<file path="src/rtl/rxf_pkg.sv">
package rxf_pkg;

  typedef struct packed {
    logic       ovr;
    logic       frm;
    logic       brk;
    logic       par;
    logic [7:0] data;
  } rx_entry_t;

  localparam int ENTRY_W = $bits(rx_entry_t);

  // Build the bus-visible word from a stored entry.
  function automatic logic [15:0] fmt_word(input logic valid, input rx_entry_t e);
    logic any_err;
    any_err = e.ovr | e.frm | e.brk | e.par;
    return valid ? {1'b1, any_err, e.ovr, e.frm, e.brk, e.par, 2'b00, e.data} : 16'h0000;
  endfunction

  // Fill versus trigger level, level 0 treated as 1.
  function automatic logic thresh_met(input int unsigned fill, input int unsigned lvl);
    int unsigned eff;
    eff = (lvl == 0) ? 1 : lvl;
    return fill >= eff;
  endfunction

endpackage

</file>
<file path="src/rtl/rxf_store.sv">
module rxf_store
  import rxf_pkg::*;
#(
  parameter int DEPTH = 32,
  parameter int AW    = $clog2(DEPTH),
  parameter int CW    = $clog2(DEPTH) + 1
) (
  input  logic            clk,
  input  logic            rst_n,
  input  logic            soft_rst,
  input  logic            push_req,
  input  rx_entry_t       push_entry,
  input  logic            pop_req,
  output rx_entry_t       head_entry,
  output logic [CW-1:0]   count,
  output logic            pop_ok,
  output logic            drop_evt
);

  rx_entry_t     mem [DEPTH];
  logic [AW-1:0] wr_ptr, rd_ptr;
  logic          push_ok;

  function automatic logic [AW-1:0] ptr_next(input logic [AW-1:0] p);
    return (p == AW'(DEPTH - 1)) ? '0 : p + 1'b1;
  endfunction

  function automatic logic [AW-1:0] ptr_prev(input logic [AW-1:0] p);
    return (p == '0) ? AW'(DEPTH - 1) : p - 1'b1;
  endfunction

  assign pop_ok   = pop_req && (count != '0) && !soft_rst;
  assign push_ok  = push_req && !soft_rst && ((count != CW'(DEPTH)) || pop_ok);
  assign drop_evt = push_req && !soft_rst && !push_ok;
  assign head_entry = mem[rd_ptr];

  always_ff @(posedge clk) begin
    if (push_ok) mem[wr_ptr] <= push_entry;
    else if (drop_evt) mem[ptr_prev(wr_ptr)].ovr <= 1'b1;
  end

  always_ff @(posedge clk or negedge rst_n) begin
    if (!rst_n) begin
      wr_ptr <= '0;
      rd_ptr <= '0;
      count  <= '0;
    end else if (soft_rst) begin
      wr_ptr <= '0;
      rd_ptr <= '0;
      count  <= '0;
    end else begin
      if (push_ok) wr_ptr <= ptr_next(wr_ptr);
      if (pop_ok)  rd_ptr <= ptr_next(rd_ptr);
      count <= count + CW'(push_ok) - CW'(pop_ok);
    end
  end

endmodule

</file>
<file path="src/rtl/rxf_sticky.sv">
module rxf_sticky #(
  parameter int NF = 4
) (
  input  logic          clk,
  input  logic          rst_n,
  input  logic          soft_rst,
  input  logic [NF-1:0] set_vec,
  input  logic          clr_wr,
  input  logic [NF-1:0] clr_bits,
  output logic [NF-1:0] flags
);

  logic [NF-1:0] clr_mask;
  assign clr_mask = clr_wr ? clr_bits : '0;

  always_ff @(posedge clk or negedge rst_n) begin
    if (!rst_n)        flags <= '0;
    else if (soft_rst) flags <= '0;
    else               flags <= (flags & ~clr_mask) | set_vec;
  end

endmodule

</file>
<file path="src/rtl/uart_rx_fifo.sv">
module uart_rx_fifo
  import rxf_pkg::*;
#(
  parameter int DEPTH = 32,
  parameter int LW    = $clog2(DEPTH) + 1
) (
  input  logic          clk,
  input  logic          rst_n,
  input  logic          soft_rst,
  input  logic          rx_valid,
  input  logic [7:0]    rx_data,
  input  logic          rx_frame_err,
  input  logic          rx_parity_err,
  input  logic          rx_break,
  input  logic          rd_strobe,
  input  logic [LW-1:0] trig_level,
  input  logic          sts_clr_wr,
  input  logic [3:0]    sts_clr_bits,
  output logic [15:0]   rd_word,
  output logic          rx_empty,
  output logic          rx_full,
  output logic          data_ready,
  output logic          thresh_ready,
  output logic [3:0]    sts_flags
);

  localparam int AW = $clog2(DEPTH);
  localparam int CW = AW + 1;

  rx_entry_t     in_entry, head_entry;
  logic [CW-1:0] count;
  logic          pop_ok;
  logic          drop_evt;
  logic [3:0]    flag_set;

  assign in_entry = '{ovr: 1'b0, frm: rx_frame_err, brk: rx_break,
                      par: rx_parity_err, data: rx_data};

  rxf_store #(.DEPTH(DEPTH), .AW(AW), .CW(CW)) u_store (
    .clk        (clk),
    .rst_n      (rst_n),
    .soft_rst   (soft_rst),
    .push_req   (rx_valid),
    .push_entry (in_entry),
    .pop_req    (rd_strobe),
    .head_entry (head_entry),
    .count      (count),
    .pop_ok     (pop_ok),
    .drop_evt   (drop_evt)
  );

  assign flag_set = {rx_valid & rx_break, rx_valid & rx_parity_err,
                     rx_valid & rx_frame_err, drop_evt};

  rxf_sticky #(.NF(4)) u_sticky (
    .clk      (clk),
    .rst_n    (rst_n),
    .soft_rst (soft_rst),
    .set_vec  (flag_set),
    .clr_wr   (sts_clr_wr),
    .clr_bits (sts_clr_bits),
    .flags    (sts_flags)
  );

  always_ff @(posedge clk or negedge rst_n) begin
    if (!rst_n)         rd_word <= '0;
    else if (soft_rst)  rd_word <= '0;
    else if (rd_strobe) rd_word <= fmt_word(pop_ok, head_entry);
  end

  assign rx_empty     = (count == '0);
  assign rx_full      = (count == CW'(DEPTH));
  assign data_ready   = (count != '0);
  assign thresh_ready = thresh_met(32'(count), 32'(trig_level));

endmodule

</file>
<file path="config.mk">
export PLATFORM = sky130hd
export DESIGN_NAME = uart_rx_fifo
export DESIGN_NICKNAME = d
export VERILOG_FILES = /design/src/rtl/rxf_pkg.sv /design/src/rtl/rxf_store.sv /design/src/rtl/rxf_sticky.sv /design/src/rtl/uart_rx_fifo.sv
export SDC_FILE = /design/constraint.sdc
export NUM_CORES = 1
export LEC_CHECK = 0
export ABC_AREA = 1
export BUFFER_PORTS_ARGS = -buffer_cell sky130_fd_sc_hd__buf_2
export CAP_MARGIN = 10
export CORE_ASPECT_RATIO = 1.4
export CORE_MARGIN = 4
export CORE_UTILIZATION = 30
export CTS_BUF_LIST = sky130_fd_sc_hd__clkbuf_16
export CTS_CLUSTER_SIZE = 12
export DETAILED_ROUTE_END_ITERATION = 7
export MAX_ROUTING_LAYER = met4
export SLEW_MARGIN = 20
export SYNTH_ARGS = -nofsm -noshare
export SYNTH_HDL_FRONTEND = slang
export SYNTH_HIERARCHICAL = 1
export SYNTH_SLANG_ARGS = --single-unit
</file>
<file path="constraint.sdc">
create_clock -name clk -period 3.09 [get_ports clk]
set_clock_uncertainty 0.05 [all_clocks]
set_input_delay 0.618 -clock clk [delete_from_list [all_inputs] [get_ports clk]]
set_output_delay 0.618 -clock clk [all_outputs]
set_load 0.01 [all_outputs]
</file>
After elaboration in Yosys (flattened, before gate mapping)
Memory sizes are Yosys's and may differ from the RTL's.
Index checks and enable logic that the tools add are counted.
{"block": "word_totals", "reg_bits": 36, "latch_bits": 0, "ram_bits": 384, "rom_bits": 0, "inputBits": 27, "elab_cells": 63, "n_memories": 1}
{"name": "u_store.mem", "depth": 32, "width": 12, "read_ports": 1, "rd_ports_with_merged_regs": 0, "write_ports": 1, "line_no": "rxf_store.sv:20", "source": "rx_entry_t mem [DEPTH];"}
{"block": "classes", "n_addsub": 5, "mul": 0, "div": 0, "magnitude_cmp": 1, "n_eq_ne": 4, "shift": 0, "n_mux": 22, "bitwise": 9, "n_reduce_logical": 16}
{"cell": "16-bit 2-to-1 mux", "n": 3}
{"cell": "5-bit 2-to-1 mux", "n": 8}
{"cell": "6-bit zero test", "n": 2}
{"cell": "12-bit 2-to-1 mux", "n": 1}
{"cell": "6-bit 2-to-1 mux", "n": 2}
{"cell": "12-bit OR reduction", "n": 1}
{"cell": "5-bit by 1-bit adder with 5-bit output, second input constant", "n": 2}
{"cell": "5-bit equality test, second input constant", "n": 2}
{"cell": "4-bit 2-to-1 mux", "n": 2}
{"cell": "6-bit by 1-bit adder with 6-bit output", "n": 1}
{"cell": "6-bit equality test, second input constant", "n": 1}
{"cell": "6-bit >= comparator", "n": 1}
{"cell": "6-bit != test, second input constant", "n": 1}
{"cell": "2-bit nonzero test", "n": 3}
{"cell": "6-bit nonzero test", "n": 1}
{"cell": "6-bit by 1-bit subtractor with 6-bit output", "n": 1}
{"cell": "1-bit logical AND", "n": 5}
{"cell": "5-bit zero test", "n": 1}
{"cell": "1-bit 2-to-1 mux", "n": 5}
{"cell": "5-bit by 1-bit subtractor with 5-bit output, second input constant", "n": 1}
{"cell": "4-bit AND", "n": 1}
{"cell": "4-bit NOT", "n": 1}
{"cell": "4-bit OR", "n": 1}
{"cell": "1-bit AND", "n": 3}
{"cell": "other kinds (4)", "n": 7}

Longest topological paths before layout
{"block": "logic_depth", "word_depth": 12, "mapped_depth": 16}

By module
The synthesis kept the hierarchy.
{"module": "rxf_store", "instances": 1, "cells_each": 1401, "area_per_inst_um2": 16913.7, "seq_area_each_um2": 11931.4}
{"module": "uart_rx_fifo", "instances": 1, "cells_each": 110, "area_per_inst_um2": 804.5, "seq_area_each_um2": 350.3}
{"module": "rxf_sticky", "instances": 1, "cells_each": 20, "area_per_inst_um2": 168.9, "seq_area_each_um2": 100.1}

Worst setup path after synthesis
Ideal clock, no wire load.
{"block": "synth_path", "kind": "input -> register", "from": "input soft_rst", "to": "memory u_store/mem[13][0] (netlist bit) (enable)", "setup_ns": 0.393, "t_arrival_ns": 2.310, "required_ns": 2.647, "path_slack_ns": 0.336, "path_stages": 9, "path_buffers": 0, "path_cell_list": "inv_2 > nand2_4 > clkinv_2 > nand3_4 > nand2_1 > nand2_1 > inv_2 > nand3_4 > nor3_1"}
{"block": "synth_via", "elab_chain_cells": 11, "elab_cells_between_ends": 15}
{"element": "start: declaration", "line_no": "uart_rx_fifo.sv:9", "source": "input logic soft_rst,"}
{"element": "1-bit zero test (*)", "line_no": "rxf_store.sv:32, rxf_store.sv:33, rxf_store.sv:34"}
{"element": "1-bit logical AND", "line_no": "rxf_store.sv:32", "source": "assign pop_ok = pop_req && (count != '0) && !soft_rst;"}
{"element": "1-bit logical OR", "line_no": "rxf_store.sv:33", "source": "assign push_ok = push_req && !soft_rst && ((count != CW'(DEPTH)) || pop_ok);"}
{"element": "1-bit logical AND", "line_no": "rxf_store.sv:33"}
{"element": "1-bit zero test", "line_no": "rxf_store.sv:34", "source": "assign drop_evt = push_req && !soft_rst && !push_ok;"}
{"element": "1-bit logical AND", "line_no": "rxf_store.sv:34"}
{"element": "1-bit 2-to-1 mux", "line_no": "rxf_store.sv:39", "source": "else if (drop_evt) mem[ptr_prev(wr_ptr)].ovr <= 1'b1;"}
{"element": "1-bit 2-to-1 mux", "line_no": "rxf_store.sv:38", "source": "if (push_ok) mem[wr_ptr] <= push_entry;"}
{"element": "1-bit 2-to-1 mux (implied by the code)", "line_no": "rxf_store.sv:39"}
{"element": "12-bit OR reduction (no line)"}
{"element": "5-bit 2-to-1 mux (no line) or 2-bit 2-to-1 mux (tied branches)"}
{"element": "end: declaration", "line_no": "rxf_store.sv:20"}
Mark *: on every way between the ends. The rest lies on a longest branch, timed or not.

Worst setup path in the final report
{"block": "layout_path", "from": "register u_store.count[3]", "to": "memory u_store/mem[7][9] (netlist bit) (enable)"}
{"block": "layout_via", "elab_chain_cells": 12, "elab_cells_between_ends": 16}
{"element": "start: declaration", "line_no": "rxf_store.sv:15", "source": "output logic [CW-1:0] count,"}
{"element": "start signal: assignment", "line_no": "rxf_store.sv:54", "source": "count <= count + CW'(push_ok) - CW'(pop_ok);"}
{"element": "6-bit nonzero test", "line_no": "rxf_store.sv:32"}
{"element": "1-bit logical AND (2 in series)", "line_no": "rxf_store.sv:32"}
{"element": "1-bit logical OR (*)", "line_no": "rxf_store.sv:33"}
{"element": "1-bit logical AND (*)", "line_no": "rxf_store.sv:33"}
{"element": "1-bit zero test", "line_no": "rxf_store.sv:34"}
{"element": "1-bit logical AND", "line_no": "rxf_store.sv:34"}
{"element": "1-bit 2-to-1 mux", "line_no": "rxf_store.sv:39"}
{"element": "1-bit 2-to-1 mux", "line_no": "rxf_store.sv:38"}
{"element": "1-bit 2-to-1 mux (implied by the code)", "line_no": "rxf_store.sv:39"}
{"element": "12-bit OR reduction (no line)"}
{"element": "5-bit 2-to-1 mux (no line) or 2-bit 2-to-1 mux (tied branches)"}
Marks and branches as above.

==> metrics <==
outcome finished, final reports clean; Top cell by count, worst path nand2_1; antenna viol nets, final 0; H-tree level count 2; first-pass GRT wire length 71200 µm; area of the multi-input gates 0.00488 mm²; fin util 34.7%; Layout area overhead 14.0%; die footprint 0.0636 mm²; pwr/cell area 676 mW/mm²; Slowest Stage Delay on Critical Path 420 ps; Iteration-0 DRC Markers 964; vias in the first global route around 12000; root buf cell clkbuf_16; YS warnings 6; Synth Instances 1531; routed length per placed instance 19.4 µm; max-capacitance violation count 0; Slew Viols, Final 0; ANT cells 0; final WL about 46000 µm; worst-path maximum fanout 19; Req. time, crit path 3280 ps; Reg2Reg Launch Point u_store/count[3]$_DFF_PN0_; Clk pin slew, worst setup/hold paths 60 ps; Hold/Removal Path Class input port to async pin; # setup viols final 0; Net count, final 1659; Comb pwr share 21.4%; maximum vdd drop 0.364 mV; Pint roughly 9.6 mW; Hold-fix buffers, CTS 0; Period Utilization, post-route 89.2%; Initial Util between 30 and 40%; TNS Setup 0 ps; RSZ-0062 raised after global routing false; commonest non-fill, non-tap cell in the layout edfxtp_1; drt drc 0; vias per std cell approximately 4.9; worst-margin pin slew 801 ps; CTS Sinks 418; Die Ht 297 µm; FF+latch count, synth approximately 420; Fillers 5817; Seq/Total Area, Yosys 69.2%; synthesized cell area 0.0179 mm²; grt ovf 0; post-synth cell types 38; gr usage total 14.7%; Worst Setup SP u_store/count[3]$_DFF_PN0_; Initial DRT Pass Iterations 5; Worst setup SP type flip-flop; Leak around 7.5 nW; total core area 0.0589 mm²; antenna violations before repair 0; Critical Path End Type flip-flop; DR vias ~12000; highest achievable clock rate between 300 and 400 MHz; largest net degree at the start of global routing 97; clock power share a little under a third; Sw Share 30.3%; mean area per synthesized cell 11.7 µm²; worst rel slew slack 46.6%; sequential power share 47.0%; most frequent cells in the layout 384 x edfxtp_1, 310 x nand2_1, 192 x nor2_1; CP Cell Sequence inv_1 > ha_1 > nand2_1 > nor2_4 > nand3_4 > nand2_1 > nand2_1 > nor2_1 > nand3_1 > nor2_1 > buf_4; CTS resizes 0; CTS tree built; I/O pin count 51; Final Wtd Congestion 0.904; critical path class flip-flop to flip-flop; Clock Path Buffers 3; CTS Buf Count 41; CP max-delay cell dfrtp_1; Die Wd between 200 and 250 µm; Post-DP HPWL about 30000 µm; I/O Buffers 48; fraction of layout cells with a size suffix above 1 roughly an eighth; clk_lat worst skew approximately 550 ps; Setup Buffers After CTS 0; CP arrival 2950 ps; NetSw 4.18 mW; FF+latch area 0.0124 mm²; Final Hold Vio Count 0; row count 105; crit path time final between 2000 and 3000 ps
==> cell families (layout without fill, tap and decap cells) <==
logic type               after synthesis  count (layout)  share of synthesized area, %
AO/OA/AOI/OAI                        270             270                          8.02
XOR/XNOR                               5               5                         0.245
adder cells (fa/ha/maj)               20              20                          1.44
buffers and inverters                149             246                          3.54
flip-flops                           418             418                          69.2
multiplexers                          48              48                          2.69
other                                  1               3                        0.0210
AND/OR/NAND/NOR                      620             620                          14.8
==> power groups by stage <==
stage                     Clock (mW)  Sequential [mW]  Combinational [mW]
after floorplan                    0             6.54                1.95
after global placement             0             6.59                2.92
after detailed placement           0             6.60                2.95
after CTS                       4.49             6.48                2.96
after global routing            4.70             6.49                3.28
final                           4.37             6.48                2.95
==> routing by layer <==
| metal | part of all wire (%) | wire length (µm) | GRT usage (%) |
|---|---|---|---|
| met5 | 0 | 0 | - |
| met4 | 4.0 | 1850 | 5.92 |
| met3 | 4.8 | 2210 | 1.49 |
| met2 | 52 | 23900 | 25.9 |
| met1 | 40 | 18300 | 17.4 |
==> synth_stat cells <==
cell / count / share of area, %
buf_4: 3 / 0.13
conb_1: 1 / 0.021
nand3_1: 52 / 1.5
clkbuf_1: 43 / 0.90
fa_1: 1 / 0.11
xor2_1: 2 / 0.098
a21oi_2: 2 / 0.098
xnor2_1: 3 / 0.15
inv_2: 6 / 0.13
or2_2: 2 / 0.070
nor2_1: 192 / 4.0
o21ai_1: 10 / 0.28
mux2i_1: 48 / 2.7
ha_1: 19 / 1.3
inv_1: 60 / 1.3
edfxtp_1: 384 / 64
buf_1: 2 / 0.042
nand4_1: 9 / 0.31
o21bai_1: 1 / 0.042
nor3_2: 8 / 0.45
dfrtp_1: 34 / 4.8
a31oi_1: 1 / 0.035
nand2_2: 6 / 0.21
o21ai_0: 146 / 4.1
o22ai_1: 51 / 1.8
nand2_1: 310 / 6.5
clkbuf_2: 1 / 0.028
nor2_2: 4 / 0.14
a21oi_1: 57 / 1.6
clkinv_2: 1 / 0.028
o32ai_1: 2 / 0.098
nand2_4: 2 / 0.13
nor3_1: 25 / 0.70
nand3_2: 1 / 0.056
nor2_4: 3 / 0.19
nand3_4: 6 / 0.59
buf_2: 30 / 0.84
buf_6: 3 / 0.19
==> sequential cells by signal, summed over array words and instances, names as in the netlist <==
name            cells
u_store/mem       384
u_store/rd_ptr      5
rd_word            14
u_sticky/flags      4
u_store/count       6
u_store/wr_ptr      5
==> critical path, delay by kind of cell, from the launching register on <==
| kind | cells | cell delay (ps) |
|---|---|---|
| AND/OR/NAND/NOR | 8 | 1500 |
| flip-flops | 1 | 420 |
| buffers and inverters | 2 | 320 |
| adder cells (fa/ha/maj) | 1 | 160 |
==> stage by stage <==
stage	cell area (µm²)	cells	hold slack, ps	total power [mW]	setup WS [ps]
2_1_floorplan	17900	1533	272	8.49	336
3_3_place_gp	19300	2318	407	9.52	321
3_5_place_dp	19300	2318	412	9.54	277
4_1_cts	20400	2379	124	13.9	338
5_1_grt	20400	2379	163	14.5	66.0
6_report	20400	2379	119	13.8	333
==> path summary, 6_finish.rpt <==
path                                                       to  slack [ps]  depth (start not counted)
worst max-delay path              u_store/mem[7][9]$_DFFE_PP_         330                         11
worst min-delay path              u_sticky/flags[1]$_DFF_PN0_         120                          1
worst max register to register    u_store/mem[7][9]$_DFFE_PP_         330                         11
worst min register to register        rd_word[15]$_DFFE_PN0P_         430                          2
max in group asynchronous       u_store/rd_ptr[0]$_DFFE_PN0P_        2290                          1
min in group clk                  u_sticky/flags[3]$_DFF_PN0_         290                          4
==> final cells by class <==
| class | instances | area share [%] |
|---|---|---|
| Tap cell | 749 | 4.59 |
| Inverter | 67 | 1.25 |
| Multi-Input combinational cell | 966 | 23.9 |
| Clock buffer | 41 | 5.03 |
| Clock inverter | 20 | 0.429 |
| Timing Repair Buffer | 118 | 4.06 |
| Sequential cell | 418 | 60.7 |
No activity file was read; power rests on OpenSTA's default activity.
